$ cat config.mk
export PLATFORM = sky130hd
export DESIGN_NAME = pcie_refclk_seq
export DESIGN_NICKNAME = d
export VERILOG_FILES = /design/src/rtl/refclk_seq_pkg.sv /design/src/rtl/refclk_delay_timer.sv /design/src/rtl/refclk_phase_table.sv /design/src/rtl/pcie_refclk_seq.sv
export SDC_FILE = /design/constraint.sdc
export NUM_CORES = 1
export LEC_CHECK = 0
export CAP_MARGIN = 15
export CORE_UTILIZATION = 45
export CTS_CLUSTER_DIAMETER = 120
export DETAILED_ROUTE_END_ITERATION = 16
export PLACE_DENSITY = 0.75
export SLEW_MARGIN = 25
export SYNTH_ARGS = -nofsm -noshare
export SYNTH_HDL_FRONTEND = slang
export SYNTH_SLANG_ARGS = --single-unit
$ cat constraint.sdc
create_clock -name clk -period 2.8 [get_ports clk]
set_clock_uncertainty 0.1 [all_clocks]
set_input_delay 0.42 -clock clk [delete_from_list [all_inputs] [get_ports clk]]
set_output_delay 0.42 -clock clk [all_outputs]
set_load 0.05 [all_outputs]
$ cat src/rtl/refclk_seq_pkg.sv
package refclk_seq_pkg;

    typedef enum logic [2:0] {
        PH_IDLE       = 3'd0,
        PH_PERST_LOW  = 3'd1,
        PH_CLK_ON     = 3'd2,
        PH_RST_PRE    = 3'd3,
        PH_RST_PULSE  = 3'd4,
        PH_RST_POST   = 3'd5,
        PH_PERST_HOLD = 3'd6,
        PH_PERST_REL  = 3'd7
    } phase_e;

    // Output changes applied on entry to a phase.
    typedef struct packed {
        logic set_perst;
        logic perst_val;
        logic set_ref;
        logic ref_val;
        logic set_grp;
        logic grp_val;
    } phase_act_t;

    typedef struct packed {
        phase_e     phase;
        logic [1:0] dev_rst_n;
        logic       refclk_en;
        logic [2:0] ctrl_rst;
        logic       done;
    } seq_state_t;

    function automatic int unsigned us_to_cyc(int unsigned us, int unsigned period_ns);
        longint unsigned ns;
        longint unsigned c;
        ns = longint'(us) * 64'd1000;
        c  = (ns + longint'(period_ns) - 64'd1) / longint'(period_ns);
        if (c == 64'd0) c = 64'd1;
        return 32'(c);
    endfunction

    function automatic int unsigned max2(int unsigned a, int unsigned b);
        return (a > b) ? a : b;
    endfunction

endpackage

$ cat src/rtl/refclk_delay_timer.sv
module refclk_delay_timer #(
    parameter int CW = 8
) (
    input  logic          clk,
    input  logic          rst_n,
    input  logic          load,
    input  logic [CW-1:0] load_val,
    output logic          expired
);
    logic [CW-1:0] cnt_d, cnt_q;

    always_comb begin
        cnt_d = cnt_q;
        if (load)
            cnt_d = load_val;
        else if (cnt_q != '0)
            cnt_d = cnt_q - 1'b1;
    end

    always_ff @(posedge clk or negedge rst_n) begin
        if (!rst_n) cnt_q <= '0;
        else        cnt_q <= cnt_d;
    end

    assign expired = (cnt_q == '0);
endmodule

$ cat src/rtl/refclk_phase_table.sv
module refclk_phase_table
    import refclk_seq_pkg::*;
#(
    parameter int          CW        = 8,
    parameter int unsigned N_SETTLE  = 2,
    parameter int unsigned N_PULSE   = 2,
    parameter int unsigned N_RECOVER = 2,
    parameter int unsigned N_RELEASE = 2
) (
    input  phase_e        ph,
    output phase_act_t    act,
    output logic [CW-1:0] load_val
);
    localparam logic [CW-1:0] L_SETTLE  = CW'(N_SETTLE - 1);
    localparam logic [CW-1:0] L_PULSE   = CW'(N_PULSE - 1);
    localparam logic [CW-1:0] L_RECOVER = CW'(N_RECOVER - 1);
    localparam logic [CW-1:0] L_RELEASE = CW'(N_RELEASE - 1);

    always_comb begin
        act      = '0;
        load_val = L_SETTLE;
        unique case (ph)
            PH_PERST_LOW: begin
                act.set_perst = 1'b1; act.perst_val = 1'b0;
                act.set_ref   = 1'b1; act.ref_val   = 1'b0;
            end
            PH_CLK_ON: begin
                act.set_ref = 1'b1; act.ref_val = 1'b1;
            end
            PH_RST_PRE: begin
                act.set_grp = 1'b1; act.grp_val = 1'b0;
            end
            PH_RST_PULSE: begin
                act.set_grp = 1'b1; act.grp_val = 1'b1;
                load_val    = L_PULSE;
            end
            PH_RST_POST: begin
                act.set_grp = 1'b1; act.grp_val = 1'b0;
                load_val    = L_RECOVER;
            end
            PH_PERST_HOLD: begin
                act.set_perst = 1'b1; act.perst_val = 1'b0;
            end
            PH_PERST_REL: begin
                act.set_perst = 1'b1; act.perst_val = 1'b1;
                load_val      = L_RELEASE;
            end
            default: ;
        endcase
    end
endmodule

$ cat src/rtl/pcie_refclk_seq.sv
module pcie_refclk_seq
    import refclk_seq_pkg::*;
#(
    parameter int unsigned CLK_PERIOD_NS = 10,
    parameter int unsigned SETTLE_US     = 1000,
    parameter int unsigned PULSE_US      = 100000,
    parameter int unsigned RECOVER_US    = 5000,
    parameter int unsigned RELEASE_US    = 250000
) (
    input  logic       clk,
    input  logic       rst_n,
    input  logic       prepare_req,
    input  logic       unprepare_req,
    output logic [1:0] dev_rst_n,
    output logic       refclk_en,
    output logic [2:0] ctrl_rst,
    output logic       busy,
    output logic       done,
    output logic       clk_on
);
    localparam int unsigned N_SETTLE  = us_to_cyc(SETTLE_US, CLK_PERIOD_NS);
    localparam int unsigned N_PULSE   = us_to_cyc(PULSE_US, CLK_PERIOD_NS);
    localparam int unsigned N_RECOVER = us_to_cyc(RECOVER_US, CLK_PERIOD_NS);
    localparam int unsigned N_RELEASE = us_to_cyc(RELEASE_US, CLK_PERIOD_NS);
    localparam int unsigned N_MAX     = max2(max2(N_SETTLE, N_PULSE), max2(N_RECOVER, N_RELEASE));
    localparam int          CW        = (N_MAX > 1) ? $clog2(N_MAX) : 1;

    seq_state_t    s_d, s_q;
    phase_e        target;
    phase_act_t    act;
    logic [CW-1:0] load_val;
    logic          load;
    logic          expired;

    // Phase that would be entered next.
    always_comb begin
        if (s_q.phase == PH_IDLE) target = PH_PERST_LOW;
        else                      target = phase_e'(s_q.phase + 3'd1);
    end

    refclk_phase_table #(
        .CW(CW), .N_SETTLE(N_SETTLE), .N_PULSE(N_PULSE),
        .N_RECOVER(N_RECOVER), .N_RELEASE(N_RELEASE)
    ) u_table (
        .ph(target), .act(act), .load_val(load_val)
    );

    refclk_delay_timer #(.CW(CW)) u_timer (
        .clk(clk), .rst_n(rst_n), .load(load),
        .load_val(load_val), .expired(expired)
    );

    always_comb begin
        logic enter;
        s_d   = s_q;
        enter = 1'b0;
        if (unprepare_req) begin
            s_d.phase     = PH_IDLE;
            s_d.refclk_en = 1'b0;
            s_d.done      = 1'b0;
        end else if (s_q.phase == PH_IDLE) begin
            if (prepare_req) begin
                enter    = 1'b1;
                s_d.done = 1'b0;
            end
        end else if (expired) begin
            if (s_q.phase == PH_PERST_REL) begin
                s_d.phase = PH_IDLE;
                s_d.done  = 1'b1;
            end else begin
                enter = 1'b1;
            end
        end
        if (enter) begin
            s_d.phase = target;
            if (act.set_perst) s_d.dev_rst_n = {2{act.perst_val}};
            if (act.set_ref)   s_d.refclk_en = act.ref_val;
            if (act.set_grp)   s_d.ctrl_rst  = {3{act.grp_val}};
        end
        load = enter;
    end

    always_ff @(posedge clk or negedge rst_n) begin
        if (!rst_n) s_q <= '{phase: PH_IDLE, dev_rst_n: 2'b00, refclk_en: 1'b0,
                             ctrl_rst: 3'b000, done: 1'b0};
        else        s_q <= s_d;
    end

    assign dev_rst_n = s_q.dev_rst_n;
    assign refclk_en = s_q.refclk_en;
    assign ctrl_rst  = s_q.ctrl_rst;
    assign busy      = (s_q.phase != PH_IDLE);
    assign done      = s_q.done;
    assign clk_on    = s_q.refclk_en;
endmodule

==> results.tsv, run 1 <==
metric	value	unit
status	completed	
cts_sinks	32	
ant_nets	0	
netlist.area_leader.share	40.3	%
final_common_cell	dfrtp_1	
drt-pass1-iter-count	5	
row_count	23	
clock_path_buffers	2	
wl_per_cell	16.8	um
setup_viol	0	
synthFlopType	dfrtp_1	
ir_drop	288	uV
synth-edff-count	0	
h-tree-depth	2	
cap_violations	0	
whs	0.429	ns
synth.area.mux_share	1.51	%
cp-start-kind	flip-flop	
startpoint	u_timer.cnt_q[21]$_DFFE_PN0P_	
drtIter0Drc	124	
area_delta_synth_final	13.3	%
initial_core_util	48.3	%
core_area	4120	um2
async_flop_share	100	%
cp-end-kind	flip-flop	
final_hold_viol_count	0	
slowest_delay	0.55	ns
cts_tree	built	
post_cts_buffers	0	
period_minus_slack	2.66	ns
slowest_stage	or4_4	
synth_top_cells_by_area	dfrtp_1 40%, xnor2_1 5.7%, ha_1 4.4%	
r2r_slack	0.14	ns
critPathKind	reg -> reg	
tightest_slew	0.586	ns
die_w	68.5	um
fmax	0.375	GHz
syn_area	1990	um2
dp_slack	0.143	ns
synth_compound_area_share	17.3	%
synth_cells	214	
grt_max_degree	33	
power_leakage	0.000899	uW
synth_top_family_by_area	simple AND/OR/NAND/NOR gates	
hp-class	in -> async	
drc	0	
final.setup.tns	0	ns
cts_hold_buf	0	
relSlewSlack	60.4	%
layout_common_cells	32 x dfrtp_1, 14 x nor2_1, 14 x o21ai_0, 13 x xnor2_1	
reg2reg_from	u_timer.cnt_q[21]$_DFFE_PN0P_	
overflow	0	
final_max_slew_viol_count	0	
endpoint	u_timer.cnt_q[15]$_DFFE_PN0P_	
grt_pass1_wl	7.74	mm
grt_pass1_vias	1568	
crit_required	2.87	ns
final_layout_size_suffix_gt1_share	11.0	%
yosysSeqAreaShare	40.3	%
hpwlAfterDp	3.26	mm
yosysUniqueCellTypes	47	
dieArea	4690	um2
diodes	0	
port_buffers	12	
syn_nets	225	
worstPathCellList	or4_4 -> or2_1 -> or3_4 -> or4_4 -> o311a_1	
cp.arrival	2.73	ns
yosys_warnings	0	
clkLatencyLatePin	0.29	ns
synth_seq_cells	32	
critPathMostFrequentCell	or4_4	
fin_crit_sh	95.2	%
synth_area_leader_cell	dfrtp_1	
yosys.area_share.simple	22.2	%
vias	1669	
die_h	68.5	um
fin_nets	237	
n_fill_cell	361	
antenna_found_initial	0	
routed_wl	4.66	mm
crit_fanout	6	
numCtsBuffers	5	
setup_slack	0.135	ns
synth-xor-area-share	7.48	%
syn_avg_cell_area	9.30	um2
p_per_area	606	nW/um2
synth_fa_ha_area_share	4.40	%
rsz0062_at_grt	false	
path_clk_slew	0.07	ns
clockRootBuffer	clkbuf_8	
grt_use_total	23.1	%
timing.rr.end	u_timer.cnt_q[15]$_DFFE_PN0P_	
viasPerCell	6.03	
io_pins	13	
globalplace.congestion	0.870	
r2r_cells	5	
[metrics by stage]
step | area (um2) | instances | power (uW) | util [%]
after floorplan | 1990 | 214 | 848 | -
after global placement | 2150 | 269 | 929 | 52.2
after detailed placement | 2150 | 269 | 937 | 52.2
after CTS | 2250 | 277 | 1380 | 54.8
after global routing | 2250 | 277 | 1450 | 54.8
final | 2250 | 277 | 1370 | 54.8
[registers in the layout, summed over array words and instances (netlist names)]
signal,cells
s_q,3
ctrl_rst,1
u_timer.cnt_q,25
dev_rst_n,1
done,1
clk_on,1
[kinds of logic (layout without fill, tap and decap cells)]
logic type | Yosys count | count (layout)
xor gates and xnor gates | 17 | 17
muxes | 3 | 3
AOI/OAI and AO/OA | 51 | 51
adders and majority gates | 7 | 7
buffers and inverters | 26 | 39
and+or+nand+nor | 78 | 78
DFF | 32 | 32
[per-layer routing]
layer | GRT usage (%) | share of wire [%] | up-vias
li1 | - | - | 797
met2 | 35.4 | 47 | 67
met1 | 31.9 | 46 | 801
met3 | 4.77 | 6.5 | 4
met5 | 0 | 0 | -
met4 | 8.07 | 0.67 | 0
[critical path, delay by kind of cell (launching register included)]
kind	cells	cell delay, ns
AO/OA/AOI/OAI	1	0.31
flip-flops	1	0.41
AND/OR/NAND/NOR	4	1.74
[synthesized netlist by cell type (2+ instances only)]
| cell type | number |
|---|---|
| o31ai_1 | 4 |
| nor2_1 | 14 |
| nor4_1 | 10 |
| buf_4 | 6 |
| nand3b_1 | 3 |
| o21ai_0 | 14 |
| nand2_1 | 11 |
| or4_4 | 2 |
| mux2i_1 | 3 |
| nand2b_1 | 2 |
| a21oi_1 | 6 |
| and3_1 | 2 |
| clkbuf_1 | 9 |
| or2_2 | 2 |
| xnor2_1 | 13 |
| a31oi_1 | 2 |
| o32ai_1 | 6 |
| o211ai_1 | 3 |
| or3_1 | 6 |
| nand3_1 | 2 |
| a211oi_1 | 4 |
| nor3_1 | 8 |
| o31a_1 | 2 |
| nor2b_1 | 2 |
| ha_1 | 7 |
| xor2_1 | 4 |
| buf_6 | 2 |
| dfrtp_1 | 32 |
| nor3b_1 | 2 |
| or4_1 | 4 |
| inv_1 | 7 |
| and2_1 | 3 |
| o22ai_1 | 3 |
[how the worst min path moves through the flow]
stage,startpoint,to,cells after the start
2_1_floorplan,rst_n,clk_on$_DFF_PN0_,0
3_3_place_gp,u_timer.cnt_q[4]$_DFFE_PN0P_,u_timer.cnt_q[4]$_DFFE_PN0P_,2
3_5_place_dp,u_timer.cnt_q[24]$_DFFE_PN0P_,u_timer.cnt_q[24]$_DFFE_PN0P_,2
4_1_cts,rst_n,u_timer.cnt_q[3]$_DFFE_PN0P_,2
5_1_grt,u_timer.cnt_q[4]$_DFFE_PN0P_,u_timer.cnt_q[4]$_DFFE_PN0P_,2
6_report,rst_n,u_timer.cnt_q[6]$_DFFE_PN0P_,2
[cell type report]
type / instances / area (um2) / area share, %
Sequential cell: 32 / 801 / 35.5
Timing Repair Buffer: 23 / 201 / 8.93
Tap cell: 50 / 62.6 / 2.77
Multi-Input combinational cell: 156 / 1050 / 46.7
Inverter: 8 / 30.0 / 1.33
Clock inverter: 2 / 35.0 / 1.55
Clock buffer: 6 / 72.6 / 3.22
[timing repair]
item / in CTS / in global routing
resized for setup: 1 / 0
setup endpoints to repair: 1 / 0
endpoints found under the hold margin: 0 / 0
[where the power goes]
| group | total (uW) | switching [uW] | leakage (uW) | internal [uW] |
|---|---|---|---|---|
| Clock | 439 | 175 | 0.0000552 | 264 |
| Sequential | 558 | 45.8 | 0.000396 | 512 |
| Combinational | 371 | 236 | 0.000449 | 134 |
No activity file was read; power rests on OpenSTA's default activity.
==> inputs of run 2 (changes only) <==
Settings changed: CTS_CLUSTER_SIZE set to 20.
==> results of run 2 <==
No change in the layout: final DEF, timing and power equal those of run 1.
